<file path="src/rtl/cmpl_adder_pkg.sv">
`timescale 1ns/1ps
package cmpl_adder_pkg;

  // Three-valued carry: known=0 means unresolved, val is meaningful only when known=1
  typedef struct packed {
    logic known;
    logic val;
  } carry_t;

  localparam carry_t CARRY_ZERO = '{known: 1'b1, val: 1'b0};
  localparam carry_t CARRY_OPEN = '{known: 1'b0, val: 1'b0};

  // Equal bits generate (1,1) or kill (0,0) by themselves; unequal bits propagate
  function automatic carry_t classify(input logic a, input logic b);
    carry_t c;
    if (a == b) c = '{known: 1'b1, val: a};
    else        c = CARRY_OPEN;
    return c;
  endfunction

endpackage

</file>
<file path="src/rtl/cmpl_adder_cell.sv">
`timescale 1ns/1ps
module cmpl_adder_cell
  import cmpl_adder_pkg::*;
(
  input  logic   clk,
  input  logic   rst,
  input  logic   load,
  input  logic   a_ld,
  input  logic   b_ld,
  input  carry_t cin_now,
  output logic   a_q,
  output logic   b_q,
  output carry_t c_q,
  output carry_t c_nxt
);

  always_comb begin
    if (load)                c_nxt = classify(a_ld, b_ld);
    else if (c_q.known)      c_nxt = c_q;
    else if (cin_now.known)  c_nxt = cin_now;
    else                     c_nxt = c_q;
  end

  always_ff @(posedge clk) begin
    if (rst) begin
      a_q <= 1'b0;
      b_q <= 1'b0;
      c_q <= CARRY_ZERO;
    end else begin
      if (load) begin
        a_q <= a_ld;
        b_q <= b_ld;
      end
      c_q <= c_nxt;
    end
  end

  AST_GK_RESOLVED: assert property (@(posedge clk) disable iff (rst)
    (a_q == b_q) |-> (c_q.known && c_q.val == a_q));
  AST_PROP_WAITS: assert property (@(posedge clk) disable iff (rst)
    (!load && !c_q.known && !cin_now.known) |=> !c_q.known);
  AST_PROP_TAKES: assert property (@(posedge clk) disable iff (rst)
    (!load && !c_q.known && cin_now.known) |=> (c_q.known && c_q.val == $past(cin_now.val)));
  AST_RESOLVED_HOLD: assert property (@(posedge clk) disable iff (rst)
    (!load && c_q.known) |=> (c_q.known && $stable(c_q.val)));

endmodule

</file>
<file path="src/rtl/cmpl_adder_done.sv">
`timescale 1ns/1ps
module cmpl_adder_done #(
  parameter int WIDTH = 16,
  parameter int GROUP = 4
) (
  input  logic [WIDTH-1:0] known,
  output logic             all_known
);

  localparam int NGRP = (WIDTH + GROUP - 1) / GROUP;
  localparam int PADW = NGRP * GROUP;

  logic [PADW-1:0] padded;
  logic [NGRP-1:0] grp_ok;

  assign padded = {{(PADW-WIDTH){1'b1}}, known};

  // Two-level reduction: per-group AND, then across groups
  for (genvar g = 0; g < NGRP; g++) begin : g_grp
    assign grp_ok[g] = &padded[g*GROUP +: GROUP];
  end

  assign all_known = &grp_ok;

endmodule

</file>
<file path="src/rtl/cmpl_adder.sv">
`timescale 1ns/1ps
module cmpl_adder
  import cmpl_adder_pkg::*;
#(
  parameter int WIDTH = 16
) (
  input  logic             clk,
  input  logic             rst,
  input  logic             start,
  input  logic [WIDTH-1:0] op_a,
  input  logic [WIDTH-1:0] op_b,
  input  logic             carry_in,
  output logic [WIDTH-1:0] sum,
  output logic             carry_out,
  output logic             done
);

  logic [WIDTH-1:0]   a_q, b_q, a_nxt, b_nxt;
  carry_t [WIDTH-1:0] c_q, c_nxt;
  logic [WIDTH-1:0]   known_q, known_nxt, cin_val_nxt;
  logic               cin_q, cin_nxt, all_nxt, armed;

  assign cin_nxt = start ? carry_in : cin_q;
  assign a_nxt   = start ? op_a : a_q;
  assign b_nxt   = start ? op_b : b_q;

  for (genvar i = 0; i < WIDTH; i++) begin : g_pos
    carry_t cin_now;
    if (i == 0) begin : g_lsb
      assign cin_now        = '{known: 1'b1, val: cin_q};
      assign cin_val_nxt[i] = cin_nxt;
    end else begin : g_up
      assign cin_now        = c_q[i-1];
      assign cin_val_nxt[i] = c_nxt[i-1].val;
    end

    cmpl_adder_cell u_cell (
      .clk     (clk),
      .rst     (rst),
      .load    (start),
      .a_ld    (op_a[i]),
      .b_ld    (op_b[i]),
      .cin_now (cin_now),
      .a_q     (a_q[i]),
      .b_q     (b_q[i]),
      .c_q     (c_q[i]),
      .c_nxt   (c_nxt[i])
    );

    assign known_q[i]   = c_q[i].known;
    assign known_nxt[i] = c_nxt[i].known;
  end

  cmpl_adder_done #(.WIDTH(WIDTH)) u_done (
    .known     (known_nxt),
    .all_known (all_nxt)
  );

  always_ff @(posedge clk) begin
    if (rst) begin
      sum       <= '0;
      carry_out <= 1'b0;
      done      <= 1'b0;
      armed     <= 1'b0;
      cin_q     <= 1'b0;
    end else begin
      sum       <= a_nxt ^ b_nxt ^ cin_val_nxt;
      carry_out <= c_nxt[WIDTH-1].val;
      cin_q     <= cin_nxt;
      if (start) begin
        armed <= 1'b1;
        done  <= all_nxt;
      end else begin
        done  <= done | (armed & all_nxt);
      end
    end
  end

  AST_DONE_RESOLVED: assert property (@(posedge clk) disable iff (rst)
    done |-> (&known_q));
  AST_DONE_SUM: assert property (@(posedge clk) disable iff (rst)
    done |-> ({carry_out, sum} == ({1'b0, a_q} + {1'b0, b_q} + {{WIDTH{1'b0}}, cin_q})));
  AST_DONE_HOLD: assert property (@(posedge clk) disable iff (rst)
    (done && !start) |=> done);
  AST_RESULT_STABLE: assert property (@(posedge clk) disable iff (rst)
    (done && !start) |=> ($stable(sum) && $stable(carry_out)));

endmodule

</file>
<file path="config.mk">
export PLATFORM = sky130hd
export DESIGN_NAME = cmpl_adder
export DESIGN_NICKNAME = d
export VERILOG_FILES = /design/src/rtl/cmpl_adder_pkg.sv /design/src/rtl/cmpl_adder_cell.sv /design/src/rtl/cmpl_adder_done.sv /design/src/rtl/cmpl_adder.sv
export SDC_FILE = /design/constraint.sdc
export NUM_CORES = 1
export LEC_CHECK = 0
export ABC_AREA = 1
export ABC_CLOCK_PERIOD_IN_PS = 1900
export BUFFER_PORTS_ARGS = -buffer_cell sky130_fd_sc_hd__buf_4
export CORE_UTILIZATION = 30
export CTS_BUF_LIST = sky130_fd_sc_hd__clkbuf_4
export DETAILED_ROUTE_END_ITERATION = 6
export GPL_TIMING_DRIVEN = 0
export HOLD_SLACK_MARGIN = 0.1
export PLACE_DENSITY_LB_ADDON = 0.2
export SETUP_SLACK_MARGIN = 0.05
export SKIP_CTS_REPAIR_TIMING = 1
export SLEW_MARGIN = 20
export SYNTH_ARGS = -nofsm -noshare
export SYNTH_HDL_FRONTEND = slang
export SYNTH_SLANG_ARGS = --single-unit
</file>
<file path="constraint.sdc">
create_clock -name clk -period 1.9 [get_ports clk]
set_clock_uncertainty 0.15 [all_clocks]
set_input_delay 0.38 -clock clk [delete_from_list [all_inputs] [get_ports clk]]
set_output_delay 0.38 -clock clk [all_outputs]
set_load 0.01 [all_outputs]
</file>
==> flow_summary.ini <==
[outcome]
status = finished clean

[die]
num_rows = 39
pin_count = 54
die-area_um2 = 12700
die_width_um = 113
core_area_um2 = 11700
initial_core_util = 0.314
die_height_um = 113

[worst_setup_path]
crit_buf_inv = 2
cp_slowest_cell = dlygate4sd3_1
timing.rr.start = g_pos[9].u_cell.c_q[1]
path_depth = 10
crit_path_cell_trace = dlygate4sd3_1, buf_4, ha_1, nand2_1, nand2_1, nor2_1, nand2_1, nor2_1, nand2_1, a21oi_1
required_ns = 2.11
worstPathArrival_ns = 1.95
r2r_setup_slack_ns = 0.59
r2r_end = sum[11]
cp_slowest_stage_delay_ns = 0.53
cp_top_family = buffers and inverters
cp_max_fo = 2
worstSetupEndpointType = register
cp_common_cell = nand2_1
criticalPathCategory = in -> reg
critPathLaunchType = input pin
r2r_cells = 7

[route]
wl_per_cell_um = 13.4
routed_wl_mm = 9.67
drt_drc_violations_left = 0
vias_per_cell = 4.54
via_count = 3269
dr.pass1.iters = 5
drtIter0Drc = 140
ant_nets = 0

[sta]
finalWorstSetupSlack_ns = 0.161
rsz0062_at_grt = no
tightest_slew_ns = 0.688
setup_viol = 0
finalHoldViolations = 0
min_period_ns = 1.74
finalCritPeriodShare = 0.915
slew_viol_final = 0
fmax_mhz = 575
timing.slew.headroom = 0.541

[clocking]
clock_sinks = 83
numCtsBuffers = 9
clk_latency_ns = 0.43
cts_buffer_depth = 2
htree_levels = 3
cts.reportedPaths.clkPinSlew_ns = 0.13
cts_tree = yes
cts_root_buffer = clkbuf_4

[layout]
final_common_cell = nand2_1
drive_above_1_share = 0.179
postLayoutCoreUtil = 0.396
multi_input_area_um2 = 1820
nFillCells = 1230
finalNetCount = 623
layout_common_cells = 101 x nand2_1, 95 x nor2_1, 83 x dfxtp_1
syn2layout_area_growth_pct = 26.1
regArea_um2 = 1660

[place]
place_congestion = 0.782
post-place-ws_ns = -0.243
port_buffers = 52
dp_hpwl_mm = 6.85

[synth]
yosys-top-cells-area = dfxtp_1 45%, nand2_1 10%, nor2_1 9.7%
synth_top_area_share = 0.454
syn-num-nets = 537
synth_seq_area_share = 0.454
synth_area_leader_cell = dfxtp_1
synth_cell_type_count = 22
synthCells = 485
synth.avg_cell_area_um2 = 7.55
synth_seq_cells = 83
ys_warn_count = 0
synth_area_um2 = 3660

[global_route]
grt_first_pass_wirelength_mm = 15.6
antenna_found_initial = 1
grt_overflow_total = 0
gr-usage-all-layers = 0.163
grt_max_degree = 14
grt_pass1_vias = 3087

[power_and_ir_drop]
switching_share = 0.279
seqPwrFrac = 0.502
power_switching_w = 0.00107
p_leak_nw = 2.17
p_int_w = 0.00276
peakVddDrop_mv = 0.308
p_per_area_nw_per_um2 = 828
p_clk_frac = 0.299
comb_power_share = 0.199
finalPower_w = 0.00382

[min_path]
min_from = op_a[2]
hold_path_end = g_pos[2].u_cell.a_q
hold_depth = 3
hp-class = in -> reg

[flow_run]
maxCapViolations = 0
synthesized netlist by cell type:
cell type	count
xnor2_1	16
inv_1	22
or2_1	16
or2_2	14
o21ai_1	33
o21ai_0	17
inv_2	1
o211ai_1	2
o21ai_2	12
ha_1	16
clkbuf_1	10
nor2_1	95
a31oi_1	1
mux2i_1	1
buf_1	2
o221ai_1	1
a21oi_1	4
nand3_1	27
and2_0	1
dfxtp_1	83
nand2_1	101
buf_2	10
worst max-delay path by stage:
stage	from	end	slack [ns]
after global placement	start	done	-0.25
after detailed placement	start	done	-0.24
after CTS	start	done	0.24
after floorplan	start	sum[5]	0.44
final	op_a[14]	done	0.16
after global routing	op_b[2]	done	0.07
routing by layer:
layer,up-vias,track usage,part of all wire
met5,-,0,0
met4,0,0.0587,0.016
met3,13,0.0275,0.041
met2,62,0.268,0.45
met1,1471,0.216,0.49
li1,1723,-,-
worst reg2reg max path: cells and delay by family (launching register included):
| kind | cells | cell delay [ns] |
|---|---|---|
| buf+inv | 1 | 0.08 |
| compound gates | 2 | 0.36 |
| simple gates | 4 | 0.28 |
| flops | 1 | 0.37 |
sequential cells by signal, summed over array words and instances, names as in the netlist:
signal	count
g_pos.u_cell.b_q	16
armed	1
g_pos.u_cell.a_q	16
sum	16
done	1
cin_q	1
g_pos.u_cell.c_q	32
cell families (layout without fill, tap and decap cells):
kind of cell    Yosys count  in the layout  share of synthesized area
compound gates           70             70                      0.111
xor+xnor                 16             16                     0.0383
fa+ha+maj                16             16                     0.0546
buf+inv                  45            136                     0.0495
flops                    83             83                      0.454
mux                       1              1                    0.00273
other cells               0              1                          0
simple gates            254            254                      0.291
metrics by stage:
stage	hold WS (ns)	cells	setup TNS, ns	instance area (µm²)
after detailed placement	0.300	680	-1.17	4230
after global routing	0.100	720	0	4620
final	0.0869	720	0	4620
after CTS	0.0277	696	0	4390
after global placement	0.292	680	-1.29	4230
after floorplan	0.279	485	0	3660
cell type report:
cell class,count,area share
Antenna cell,1,0.000542
Buffer,22,0.0206
Clock buffer,10,0.0162
Clock inverter,6,0.0173
Inverter,23,0.0187
Multi-Input combinational cell,357,0.394
Sequential cell,83,0.360
Tap cell,143,0.0387
Timing Repair Buffer,75,0.134
power groups by stage:
stage	clock [W]	sequential [W]	combinational, W
4_1_cts	0.00118	0.00192	0.000734
3_5_place_dp	0	0.00196	0.000728
2_1_floorplan	0	0.00197	0.000439
3_3_place_gp	0	0.00196	0.000721
5_1_grt	0.00127	0.00194	0.000867
6_report	0.00114	0.00192	0.000762
(Power assumes the default switching activity.)
